--- config.mk ---
export PLATFORM = sky130hd
export DESIGN_NAME = ecic_monitor
export DESIGN_NICKNAME = d
export VERILOG_FILES = /design/src/rtl/ecic_pkg.sv /design/src/rtl/ecic_alloc.sv /design/src/rtl/ecic_slot.sv /design/src/rtl/ecic_monitor.sv
export SDC_FILE = /design/constraint.sdc
export NUM_CORES = 1
export LEC_CHECK = 0
export ABC_AREA = 1
export BUFFER_PORTS_ARGS = -buffer_cell sky130_fd_sc_hd__buf_2
export CAP_MARGIN = 20
export CORE_MARGIN = 2
export CORE_UTILIZATION = 25
export DETAILED_ROUTE_END_ITERATION = 10
export HOLD_SLACK_MARGIN = 0.08
export PLACE_DENSITY = 0.43
export SLEW_MARGIN = 20
export SYNTH_ARGS = -nofsm -noshare
export SYNTH_HDL_FRONTEND = slang
export SYNTH_SLANG_ARGS = --single-unit
--- constraint.sdc ---
create_clock -name clk -period 2 [get_ports clk]
set_input_delay 0.1 -clock clk [delete_from_list [all_inputs] [get_ports clk]]
set_output_delay 0.1 -clock clk [all_outputs]
set_load 0.02 [all_outputs]
--- src/rtl/ecic_pkg.sv ---
package ecic_pkg;

    typedef enum logic [1:0] {
        CHK_ONE   = 2'd0,
        CHK_EVERY = 2'd1,
        CHK_ANY   = 2'd2
    } chk_mode_e;

    typedef struct packed {
        logic fail;
        logic err;
    } mon_out_t;

endpackage

--- src/rtl/ecic_alloc.sv ---
module ecic_alloc #(
    parameter int N = 4
) (
    input  logic         trig,
    input  logic [N-1:0] busy,
    output logic [N-1:0] grant,
    output logic         ovf
);

    logic found;

    always_comb begin
        grant = '0;
        found = 1'b0;
        for (int i = 0; i < N; i++) begin
            if (!busy[i] && !found) begin
                grant[i] = trig;
                found    = 1'b1;
            end
        end
        ovf = trig && !found;
    end

endmodule

--- src/rtl/ecic_slot.sv ---
module ecic_slot
    import ecic_pkg::*;
#(
    parameter chk_mode_e MODE      = CHK_ONE,
    parameter int        WIN_LO    = 4,
    parameter int        WIN_HI    = 4,
    parameter bit        SKIP_TRIG = 1'b0,
    parameter int        CW        = 3
) (
    input  logic clk,
    input  logic rst_n,
    input  logic claim,
    input  logic evt,
    input  logic cond,
    output logic busy,
    output logic viol
);

    typedef struct packed {
        logic          busy;
        logic [CW-1:0] cnt;
        logic          hit;
    } slot_t;

    slot_t         st_d, st_q, base;
    logic          counting;
    logic [CW-1:0] n;
    logic          inwin;
    logic          hit_n;

    always_comb begin
        base = st_q;
        if (!st_q.busy && claim) begin
            base = '{busy: 1'b1, cnt: '0, hit: 1'b0};
        end
        counting = evt && (st_q.busy || (claim && !SKIP_TRIG));
        st_d     = base;
        viol     = 1'b0;
        n        = '0;
        inwin    = 1'b0;
        hit_n    = 1'b0;
        if (counting) begin
            n     = base.cnt + 1'b1;
            inwin = (n >= CW'(WIN_LO)) && (n <= CW'(WIN_HI));
            hit_n = base.hit | (inwin & cond);
            if (MODE == CHK_ANY) begin
                viol = (n == CW'(WIN_HI)) && !hit_n;
            end else begin
                viol = inwin && !cond;
            end
            st_d.cnt = n;
            st_d.hit = hit_n;
            if (n == CW'(WIN_HI)) begin
                st_d.busy = 1'b0;
            end
        end
    end

    always_ff @(posedge clk or negedge rst_n) begin
        if (!rst_n) begin
            st_q <= '0;
        end else begin
            st_q <= st_d;
        end
    end

    assign busy = st_q.busy;

    // an occupied slot never holds a count at or past its last occurrence
    assert_cnt_bound_R11: assert property (@(posedge clk) disable iff (!rst_n)
        st_q.busy |-> (st_q.cnt < CW'(WIN_HI)));

endmodule

--- src/rtl/ecic_monitor.sv ---
module ecic_monitor
    import ecic_pkg::*;
#(
    parameter chk_mode_e MODE      = CHK_ONE,
    parameter int        ORD_LO    = 4,
    parameter int        ORD_HI    = 4,
    parameter int        SLOTS     = 4,
    parameter bit        SKIP_TRIG = 1'b0
) (
    input  logic clk,
    input  logic rst_n,
    input  logic trig,
    input  logic evt,
    input  logic cond,
    output logic fail,
    output logic error
);

    localparam int WIN_LO = ORD_LO;
    localparam int WIN_HI = (MODE == CHK_ONE) ? ORD_LO : ORD_HI;
    localparam int CW     = $clog2(WIN_HI + 1);

    logic [SLOTS-1:0] busy;
    logic [SLOTS-1:0] grant;
    logic [SLOTS-1:0] viol;
    logic             ovf;
    mon_out_t         out_d, out_q;

    ecic_alloc #(.N(SLOTS)) u_alloc (
        .trig  (trig),
        .busy  (busy),
        .grant (grant),
        .ovf   (ovf)
    );

    for (genvar s = 0; s < SLOTS; s++) begin : g_slot
        ecic_slot #(
            .MODE      (MODE),
            .WIN_LO    (WIN_LO),
            .WIN_HI    (WIN_HI),
            .SKIP_TRIG (SKIP_TRIG),
            .CW        (CW)
        ) u_slot (
            .clk   (clk),
            .rst_n (rst_n),
            .claim (grant[s]),
            .evt   (evt),
            .cond  (cond),
            .busy  (busy[s]),
            .viol  (viol[s])
        );
    end

    always_comb begin
        out_d      = out_q;
        out_d.fail = |viol;
        out_d.err  = out_q.err | ovf;
    end

    always_ff @(posedge clk or negedge rst_n) begin
        if (!rst_n) begin
            out_q <= '0;
        end else begin
            out_q <= out_d;
        end
    end

    assign fail  = out_q.fail;
    assign error = out_q.err;

    // a trigger is only handed to a free slot, and to at most one
    assert_grant_free_R8: assert property (@(posedge clk) disable iff (!rst_n)
        ((grant & busy) == '0) && $onehot0(grant));

    // overflow when all slots are taken
    assert_ovf_sets_err_R9: assert property (@(posedge clk) disable iff (!rst_n)
        (trig && (&busy)) |=> error);

    // error is sticky
    assert_err_sticky_R9: assert property (@(posedge clk) disable iff (!rst_n)
        error |=> error);

    // a failure is always decided by an event one cycle earlier
    assert_fail_after_evt_R10: assert property (@(posedge clk) disable iff (!rst_n)
        fail |-> $past(evt));

endmodule

After elaboration in Yosys (flattened, before gate mapping). Index checks and enable logic that the tools add are counted.

Word-level logic and storage cells: 96. Register bits after elaboration: 22.

Bitwise operators: 9. Magnitude comparators: 8. Multiplexer cells: 24. Eq/ne operators: 4. $add $sub $neg: 4. Reduce and logical (&&, ||, !) cells: 33.

Operators with widths (number): 5-bit two-way mux (8); 1-bit logical AND (20); 1-bit two-way mux (16); 3-bit by 1-bit adder with 3-bit output (second input constant) (4); 3-bit == test (second input constant) (4); 3-bit >= comparator (second input constant) (4); 3-bit less-or-equal comparator (second input constant) (4); 1-bit logical NOT (8); 1-bit bitwise OR (5); 1-bit AND (4); 1-bit logical OR (4); 4-bit OR reduction (1).

Depth between registers and ports, before layout. Gate-level depths: netlist of run 1.

Word-level depth: 17. Depth in mapped cells: 12. Depth with buffers taken out: 12.

Cells and area by module. From an unflattened synthesis of run 1, not the netlist that was laid out.

Cell total of the unflattened synthesis: 146. Area, all modules: 1109.8 µm².

By module, submodules not included: ecic_slot (g_slot[1].u_slot ...) (cells an instance 32, seq. area each 100.1 µm², area an instance 247.7 µm², instances 3); ecic_slot (g_slot[0].u_slot) (cells an instance 32, seq. area each 100.1 µm², area an instance 251.5 µm², instances 1); ecic_monitor (cells an instance 6, seq. area each 50.0 µm², area an instance 67.6 µm², instances 1); ecic_alloc (cells an instance 12, seq. area each 0.0 µm², area an instance 47.5 µm², instances 1).

Least setup slack after synthesis of run 1. OpenSTA, ideal clock, no wires.

Kind: reg-to-reg. Start: register g_slot[0].u_slot.st_q, in the netlist g_slot[0].u_slot.busy. End: register out_q, in the netlist fail. Setup slack: 0.523 ns. Library setup time: 0.066 ns. Arrival time: 1.410 ns. Cell stages (with the launch flop): 10. Buffers on the path: 0. Clock period less this slack: 1.477 ns. Path through: dfrtp_1 -> nand2_2 -> inv_2 -> nand3_2 -> and2_2 -> ha_1 -> nand3b_1 -> nand2_2 -> nand4_2 -> nand3_2.

RTL lines: from (decl) (line ecic_slot.sv:25) `slot_t st_d, st_q, base;`; from (signal assigned) (line ecic_slot.sv:63) `st_q <= st_d;`; to (signal assigned) (line ecic_monitor.sv:64) `out_q <= out_d;`; to (decl) (line ecic_monitor.sv:27) `mon_out_t out_d, out_q;`.

==> impl_metrics.toml, run 1 <==
[layout]
areaGrowthSynthToFinish_pct = 13.6
final_common_cell = "nand2_1"
layout_common_cells = "nand2_1 (29), inv_1 (18), dfrtp_1 (18)"
diodes = 0
nNetsFinal = 145
drive_gt1_share_pct = 20.8

[routing]
drtPass1Iterations = 6
viasPerCell = 4.31
wire_per_inst_um = 10.8
drcViolationCount = 0
vias = 775
drtIter0Drc = 31
ant_nets = 0
wirelength_um = 1950

[global_route]
gr-total-overflow = 0
grt_antenna_before_repair = 0
grt_max_degree = 19
grt_pass1_vias = 764
grtUsageTotal_pct = 9.47
grt_pass1_wl_um = 3540

[sta]
slew_viol_final = 0
slew-limit-headroom_pct = 70.7
setup_violations = 0
min_period_ns = 1.70
fmax_ghz = 0.589
tightest_slew_ns = 0.439
hold_violations = 0
final.setup.tns_ns = 0
holdWs_ns = 0.143
rsz0062_at_grt = "no"
finalCritPeriodShare_pct = 84.9
finClkSkew_ns = 0.00501

[synthesis]
ys_types = 29
synth_largest_area_cell = "dfrtp_1"
synth_cells = 120
syn_area_per_cell_um2 = 8.83
synth_edf_count = 0
ys_seq_elements = 18
synth_area_leaders = "dfrtp_1 (43%), nand2_1 (10%), ha_1 (9.4%)"
synth_warnings = 0
syn_nets = 133
syn_area_mm2 = 0.00106
yosysSeqAreaShare_pct = 42.5
async_flop_share_pct = 100
synth_top_area_share_pct = 42.5
synth_ff_type = "dfrtp_1"

[clock_tree]
h-tree-depth = 1
root_buffer = "clkbuf_8"
clock_sinks = 18
cts_tree = "yes"
cts_made_buffers = 3
path_clk_slew_ns = 0.07
clk_latency_ns = 0.25
clockBufferDepth = 2

[setup_path]
worstPathArrival_ns = 1.89
critPathCaptureType = "register"
cp.required_ns = 2.19
path_max_fanout = 5
regToRegSetupSlack_ns = 0.30
crit_type = "register to register"
startpoint_type = "register"
worstRegToRegCells = 9
reg2reg_from = "g_slot[0].u_slot.busy$_DFF_PN0_"
r2r_end = "fail$_DFF_PN0_"

[floorplan]
io_pins = 7
row_count = 23
initial_core_util_pct = 26.3
core_area_mm2 = 0.00403
die_w_um = 69.1
die-area_mm2 = 0.00478
chipHeight_um = 69.1

[placement]
hpwl_um = 1520
portBuffers = 6
gp_congestion = 0.716

[hold_path]
holdPathEnd = "g_slot[2].u_slot.busy$_DFF_PN0_"
hold_path_class = "input pin to register"
holdPathStages = 2
worstHoldStart = "evt"

[power]
p_leak_nw = 0.639
irDropWorstVdd_uv = 273
fin_total_pwr_w = 0.00164
p_per_area_mw_per_mm2 = 1360

[run_status]
status = "complete, no violations"

[flow_run]
cap_viol_max_count = 0
through the flow:
step,setup slack [ns],instances,utilization (%),cell area [um^2]
3_5_place_dp,0.302,176,28.6,1150
4_1_cts,0.282,180,29.9,1200
5_1_grt,0.117,180,29.9,1200
2_1_floorplan,0.523,120,-,1060
6_report,0.302,180,29.9,1200
3_3_place_gp,0.324,176,28.6,1150
cell families after synthesis:
| kind of cell | count (synthesis) | share of synthesized area [%] |
|---|---|---|
| flip-flops | 18 | 42.5 |
| XOR/XNOR | 4 | 3.31 |
| multiplexers | 2 | 2.48 |
| buffers and inverters | 22 | 7.79 |
| AO/OA/AOI/OAI | 13 | 8.27 |
| AND/OR/NAND/NOR | 53 | 26.2 |
| adder cells (fa/ha/maj) | 8 | 9.45 |
sequential cells by signal, summed over array words and instances, names as in the netlist:
name,count
fail,1
g_slot.u_slot.st_q,12
error,1
g_slot.u_slot.busy,4
layer usage:
layer  up-vias  wire [um]  track usage [%]
met2         5        923             14.7
met4         0         45             5.23
met3         4         42             2.19
li1        404          -                -
met1       362        936             12.0
met5         -          0                0
timing repair:
item,in CTS,in global routing
hold endpoints to repair,18,0
hold buffers,1,0
setup buffers,0,0
gates resized for setup,0,0
power breakdown:
group          switching, W  total [W]  internal, W
Sequential        0.0000710   0.000591     0.000520
Combinational      0.000464   0.000796     0.000331
Clock              0.000121   0.000255     0.000134
worst max path at each step:
| stage | from | end | slack (ns) |
|---|---|---|---|
| floorplan | g_slot[0].u_slot.busy$_DFF_PN0_ | fail$_DFF_PN0_ | 0.52 |
| global placement | g_slot[0].u_slot.busy$_DFF_PN0_ | fail$_DFF_PN0_ | 0.32 |
| detailed placement | g_slot[0].u_slot.busy$_DFF_PN0_ | fail$_DFF_PN0_ | 0.30 |
| CTS | g_slot[0].u_slot.busy$_DFF_PN0_ | fail$_DFF_PN0_ | 0.28 |
| global route | g_slot[0].u_slot.busy$_DFF_PN0_ | fail$_DFF_PN0_ | 0.12 |
| finish | g_slot[0].u_slot.busy$_DFF_PN0_ | fail$_DFF_PN0_ | 0.30 |
cell type report:
| cell class | count | area (um^2) |
|---|---|---|
| timing repair buffer | 7 | 40.0 |
| tap | 50 | 62.6 |
| multi-input combinational | 80 | 527 |
| clock buffer | 3 | 41.3 |
| inverter | 22 | 82.6 |
| fill | 438 | 2830 |
| sequential | 18 | 450 |
worst max-delay path, cell delays in order, from the launching register on:
cell	delay, ns
dfrtp_1	0.45
nand2_2	0.12
inv_2	0.10
nand3_2	0.11
and2_2	0.22
ha_1	0.21
nand3b_1	0.17
nand2_2	0.10
nand4_2	0.08
nand3_2	0.08
synthesized netlist by cell type, types with 2 or more instances:
master,count
nand3_2,2
nor2_2,2
a31oi_1,2
nand4_1,3
dfrtp_1,18
nand2_1,29
nand2_2,3
o21ai_0,4
ha_1,8
inv_2,2
clkinv_1,2
nand3_1,4
nor2_1,2
nor2_4,2
nand3b_1,3
o21ai_2,2
xnor2_1,2
inv_1,18
xor2_1,2
No activity file was read; power rests on OpenSTA's default activity.
==> run 2, diff against run 1 <==
Settings changed: ABC_AREA 1 to 0.
Clock period 2 ns to 1.7 ns, I/O delays scaled along.
==> run 2 against run 1 <==
Compared with the run above: the run now ends with negative setup slack left; combinational power up 140%; register-to-register slack worse by 0.32 ns; critical path depth fell by 1; clock skew shrank 0.0010 ns; wire length is 50% higher; first-iteration DRC count rose by 81%; cell count increased by 18%; die area rose by 10%; final area grew 40%; synthesized cell count up 2.5%; sequential power rose by 33%.
==> impl_metrics.toml, run 2 <==
[setup_path]
crit_type = "register to register"
worstPathArrival_ns = 1.85
path_max_fanout = 4
critPathCaptureType = "register"
cp.required_ns = 1.83
startpoint_type = "register"

[floorplan]
initial_core_util_pct = 26.4
die-area_mm2 = 0.00526
core_area_mm2 = 0.00444
chipHeight_um = 72.5
io_pins = 7
row_count = 24
die_w_um = 72.5

[placement]
place_ws_ns = -0.124
hpwl_um = 1990
dpl_cell_area_mm2 = 0.00141
gp_congestion = 0.711
place_inst = 200
portBuffers = 6

[sta]
slew-limit-headroom_pct = 71.2
fmax_ghz = 0.583
finalCritPeriodShare_pct = 101
slew_viol_final = 0
finClkSkew_ns = 0.00401
tightest_slew_ns = 0.433
min_period_ns = 1.72
setup_ws_ns = -0.0158
rsz0062_at_grt = "yes"
setup_violations = 1
hold_violations = 0

[clock_tree]
path_clk_slew_ns = 0.07
clockBufferDepth = 2
clk_latency_ns = 0.25
clock_sinks = 18
cts_made_buffers = 3
h-tree-depth = 1
root_buffer = "clkbuf_8"
cts_tree = "yes"

[synthesis]
synth_edf_count = 0
synth_warnings = 0
synth_top_area_share_pct = 38.4
synth_top_family_by_area = "simple AND/OR/NAND/NOR gates"
yosysSeqAreaShare_pct = 38.4
ys_types = 34
synthTopCellsByCount = "dfrtp_1 (18), nand2_1 (14), nand3_1 (10)"
synth_largest_area_cell = "dfrtp_1"
syn_area_per_cell_um2 = 9.54
syn_area_mm2 = 0.00117
ys_seq_elements = 18
synth_area_leaders = "dfrtp_1 (38%), ha_1 (8.5%), nand2_1 (4.5%)"
synth_mux_area_share_pct = 1.71
synth_most_common_cell = "dfrtp_1"
syn_nets = 136
yosys.area_share.adder_pct = 8.53
synth_compound_area_share_pct = 21.0
synthSimpleGateAreaFrac_pct = 22.4
synth_cells = 123
synth_ff_type = "dfrtp_1"
synthXorXnorAreaFrac_pct = 2.24
async_flop_share_pct = 100

[power]
irDropWorstVdd_uv = 852
p_leak_nw = 0.723
p_per_area_mw_per_mm2 = 1800

[global_route]
gr-total-overflow = 0
grt_pass1_vias = 1102
grtUsageTotal_pct = 12.6
grt_antenna_before_repair = 0
grt_max_degree = 21
grt_pass1_wl_um = 5200

[layout]
final_common_cell = "buf_4"
design_area_mm2 = 0.00169
areaGrowthSynthToFinish_pct = 43.7
drive_gt1_share_pct = 47.2
layout_common_cells = "buf_4 (30), dfrtp_1 (17), nand2_1 (14)"
largest_reg_flops = 12
fin_cells = 213
n_fill_cell = 463
multi_input_area_um2 = 793
regMostFlops = "g_slot.u_slot.st_q"
diodes = 0
ff_latch_area_um2 = 452
nNetsFinal = 176

[routing]
ant_nets = 0
viasPerCell = 4.98
drcViolationCount = 0
wire_per_inst_um = 13.7
vias = 1061
drtIter0Drc = 56
wirelength_um = 2920
drtPass1Iterations = 4

[run_status]
violations = "negative setup slack"
status = "finished, violations left"

[hold_path]
hold_path_class = "input pin to register"

[flow_run]
cap_viol_max_count = 0
run 2: changes by cell type after synthesis, moves of 4 or more:
| cell | before | now |
|---|---|---|
| a21oi_1 | 0 | 7 |
| and2_1 | 1 | 6 |
| inv_1 | 18 | 4 |
| nand2_1 | 29 | 14 |
| nand3_1 | 4 | 10 |
| o221a_2 | 0 | 4 |
| o22ai_1 | 0 | 4 |
run 2: what timing repair did:
| action | in CTS | in global routing |
|---|---|---|
| hold buffers | 2 | 0 |
| cloned | 0 | 0 |
| setup buffers | 8 | 1 |
| hold endpoints to repair | 19 | 0 |
| pin swaps | 10 | 13 |
| endpoints found under the setup margin | 3 | 9 |
| resized for setup | 21 | 16 |
run 2: path summary, 6_finish.rpt:
path | cells past startpoint | startpoint | to | slack (ns)
worst max-delay path | 8 | g_slot[0].u_slot.busy$_DFF_PN0_ | g_slot[2].u_slot.busy$_DFF_PN0_ | -0.02
worst min-delay path | 3 | trig | g_slot[0].u_slot.busy$_DFF_PN0_ | 0.21
worst max register to register | 8 | g_slot[0].u_slot.busy$_DFF_PN0_ | g_slot[2].u_slot.busy$_DFF_PN0_ | -0.02
worst min register to register | 1 | error$_DFF_PN0_ | error$_DFF_PN0_ | 0.47
max in group asynchronous | 2 | rst_n | g_slot[2].u_slot.busy$_DFF_PN0_ | 1.08
min in group asynchronous | 2 | rst_n | g_slot[3].u_slot.st_q[3]$_DFF_PN0_ | 0.30
run 2: metal layers:
layer  global-route usage, %  part of all wire [%]
met1                    16.4                    49
met2                    21.1                    47
met3                    2.92                   2.9
met4                    3.29                  0.58
met5                       0                     0
run 2: metrics by stage:
step           hold slack [ns]  util, %  setup TNS [ns]  power, W
2_1_floorplan           -0.211        -               0   0.00174
3_3_place_gp            0.0695     31.8          -0.150   0.00222
3_5_place_dp            0.0614     31.8          -0.244   0.00227
4_1_cts                  0.180     36.4               0   0.00289
5_1_grt                  0.238     38.0          -0.509   0.00332
6_report                 0.215     38.0         -0.0158   0.00303
run 2: area by class of cell:
| type | count | area share (%) |
|---|---|---|
| clock buffer | 3 | 2.45 |
| multi-input combinational | 94 | 47.0 |
| timing repair buffer | 42 | 19.0 |
| sequential | 18 | 26.8 |
| inverter | 4 | 0.890 |
| tap | 52 | 3.86 |
run 2: power by group:
part           internal [W]  switching (W)
sequential         0.000622       0.000165
combinational       0.00109       0.000849
clock              0.000158       0.000147
total               0.00187        0.00116
run 2: cells by family after synthesis:
logic type,count (synthesis)
AOI/OAI and AO/OA,35
xor gates and xnor gates,3
adders and majority gates,8
buffers and inverters,11
DFF,18
muxes,2
and+or+nand+nor,46
run 2: worst max-delay path, cell delays in order, from the launching register on:
cell	delay [ns]
dfrtp_1	0.42
buf_6	0.13
nand4b_4	0.11
and2_4	0.20
ha_4	0.16
xor2_1	0.16
o2bb2ai_1	0.13
nand3_1	0.11
nor2b_2	0.16
==> run 3, diff against run 2 <==
Settings changed: GPL_TIMING_DRIVEN set to 0, PLACE_DENSITY 0.43 to 0.44.
==> run 3 against run 2 <==
Compared with the run above: the flow now finishes without violations; highest routed layer unchanged; wire length is 2.0% lower; critical path depth stayed put; largest power group unchanged; sequential power decreased by 2%; sequential cell count unchanged; register-to-register slack better by 0.04 ns; clock skew is 0.0011 ns higher; setup slack better by 0.037 ns.
==> impl_metrics.toml, run 3 (synthesis results as in run 2) <==
[global_route]
grt_pass1_wl_um = 4820
grt_pass1_vias = 1003
gr-total-overflow = 0
grt_antenna_before_repair = 0
grt_max_degree = 19
grtUsageTotal_pct = 12.0

[clock_tree]
root_buffer = "clkbuf_8"
clockBufferDepth = 2
h-tree-depth = 1
clock_sinks = 18
clk_latency_ns = 0.26
path_clk_slew_ns = 0.07
cts_tree = "yes"
cts_made_buffers = 3

[setup_path]
path_cells = "buf_6 -> nand3b_1 -> and2_4 -> ha_4 -> xnor2_2 -> o22ai_2 -> nor2_2 -> a31oi_1"
path_buf_inv = 1
crit_path_top_delay_cell = "dfrtp_1"
critPathCaptureType = "register"
worstPathArrival_ns = 1.87
critPathTopFamily = "simple AND/OR/NAND/NOR gates"
cp-startpoint = "g_slot[1].u_slot.busy$_DFF_PN0_"
crit_path_max_incr_delay_ns = 0.38
startpoint_type = "register"
regToRegSetupSlack_ns = 0.02
reg2reg_from = "g_slot[1].u_slot.busy$_DFF_PN0_"
path_max_fanout = 9
crit_type = "register to register"
cp.required_ns = 1.89

[floorplan]
io_pins = 7
chipHeight_um = 72.5
core_area_mm2 = 0.00444
die-area_mm2 = 0.00526
initial_core_util_pct = 26.4
die_w_um = 72.5
row_count = 24

[sta]
setup_violations = 0
final.setup.tns_ns = 0
holdWs_ns = 0.209
finalCritPeriodShare_pct = 98.7
hold_violations = 0
rsz0062_at_grt = "yes"
tightest_slew_ns = 0.450
slew-limit-headroom_pct = 70.0
fmax_ghz = 0.596
slew_viol_final = 0
finClkSkew_ns = 0.00508
min_period_ns = 1.68

[placement]
gp_congestion = 0.820
hpwl_um = 1870
portBuffers = 5

[routing]
drcViolationCount = 0
drtPass1Iterations = 4
wl_met3_um = 102
drtIter0Drc = 34
wirelength_um = 2870
wire_per_inst_um = 14.4
vias = 981
viasPerCell = 4.93
routed-wl-met2_um = 1390
highest_layer = "met4"
drt-met1-wl_um = 1350
ant_nets = 0

[power]
p_per_area_mw_per_mm2 = 1810
p_leak_nw = 0.660
irDropWorstVdd_uv = 687

[layout]
utilization_pct = 34.7
regMostFlops = "g_slot.u_slot.st_q"
final_common_cell = "dfrtp_1"
diodes = 0
areaGrowthSynthToFinish_pct = 31.2
drive_gt1_share_pct = 36.1
layout_common_cells = "dfrtp_1 (17), buf_4 (15), nand2_1 (13)"
nNetsFinal = 161
largest_reg_flops = 12

[flow_run]
cap_viol_max_count = 0

[hold_path]
worstHoldStart = "trig"
hold_path_class = "input pin to register"

[run_status]
status = "complete, no violations"
## run 3: cell count changes in the layout (fill, tap and decap cells not counted), moves of 2 or more
cell and change:
ha_2 -2, and2_1 +2, a21oi_2 -2, and2_4 -2, nand3_1 +2, a21oi_1 +2, ha_1 +2, buf_4 -15
## run 3: report_power, final
group / internal, W / switching [W]
clock: 0.000206 / 0.000157
combinational: 0.000879 / 0.000771
sequential: 0.000621 / 0.000150
## run 3: final cells by class
class | count | area, um^2
sequential | 18 | 452
multi-input combinational | 94 | 752
fill | 476 | 2900
clock buffer | 4 | 55.1
inverter | 4 | 15.0
buffer | 7 | 58.8
tap | 52 | 65.1
timing repair buffer | 20 | 143
## run 3: through the flow
step | instances | area [um^2] | setup slack [ns] | total power [W]
after CTS | 192 | 1440 | -0.00382 | 0.00259
after global placement | 180 | 1260 | -0.177 | 0.00195
after global routing | 199 | 1540 | -0.0758 | 0.00303
after detailed placement | 180 | 1260 | -0.187 | 0.00199
final | 199 | 1540 | 0.0216 | 0.00278
after floorplan | 123 | 1170 | 0.0160 | 0.00174
## run 3: repair_timing
action | 4_1_cts | 5_1_grt
pin swaps | 6 | 7
endpoints found under the setup margin | 6 | 5
endpoints found under the hold margin | 19 | 0
gates cloned | 0 | 0
hold buffers | 2 | 0
setup buffers | 6 | 7
gates resized for setup | 16 | 8
## run 3: path summary, 6_finish.rpt
check                                                          end  cells after the start
min in group asynchronous       g_slot[2].u_slot.st_q[3]$_DFF_PN0_                      2
max in group asynchronous          g_slot[3].u_slot.busy$_DFF_PN0_                      2
worst min register to register                     error$_DFF_PN0_                      1
worst min-delay path               g_slot[1].u_slot.busy$_DFF_PN0_                      3
worst max register to register                      fail$_DFF_PN0_                      8
worst max-delay path                                fail$_DFF_PN0_                      8
## run 3: per-layer routing
| metal | track usage (%) | vias to the layer above |
|---|---|---|
| met4 | 2.47 | 0 |
| li1 | - | 494 |
| met3 | 3.33 | 2 |
| met5 | 0 | - |
| met1 | 16.2 | 470 |
| met2 | 19.4 | 15 |
## run 3: worst reg2reg max path: stages (launching register included)
cell	delay (ns)
dfrtp_1	0.38
buf_6	0.14
nand3b_1	0.21
and2_4	0.19
ha_4	0.18
xnor2_2	0.13
o22ai_2	0.20
nor2_2	0.06
a31oi_1	0.12
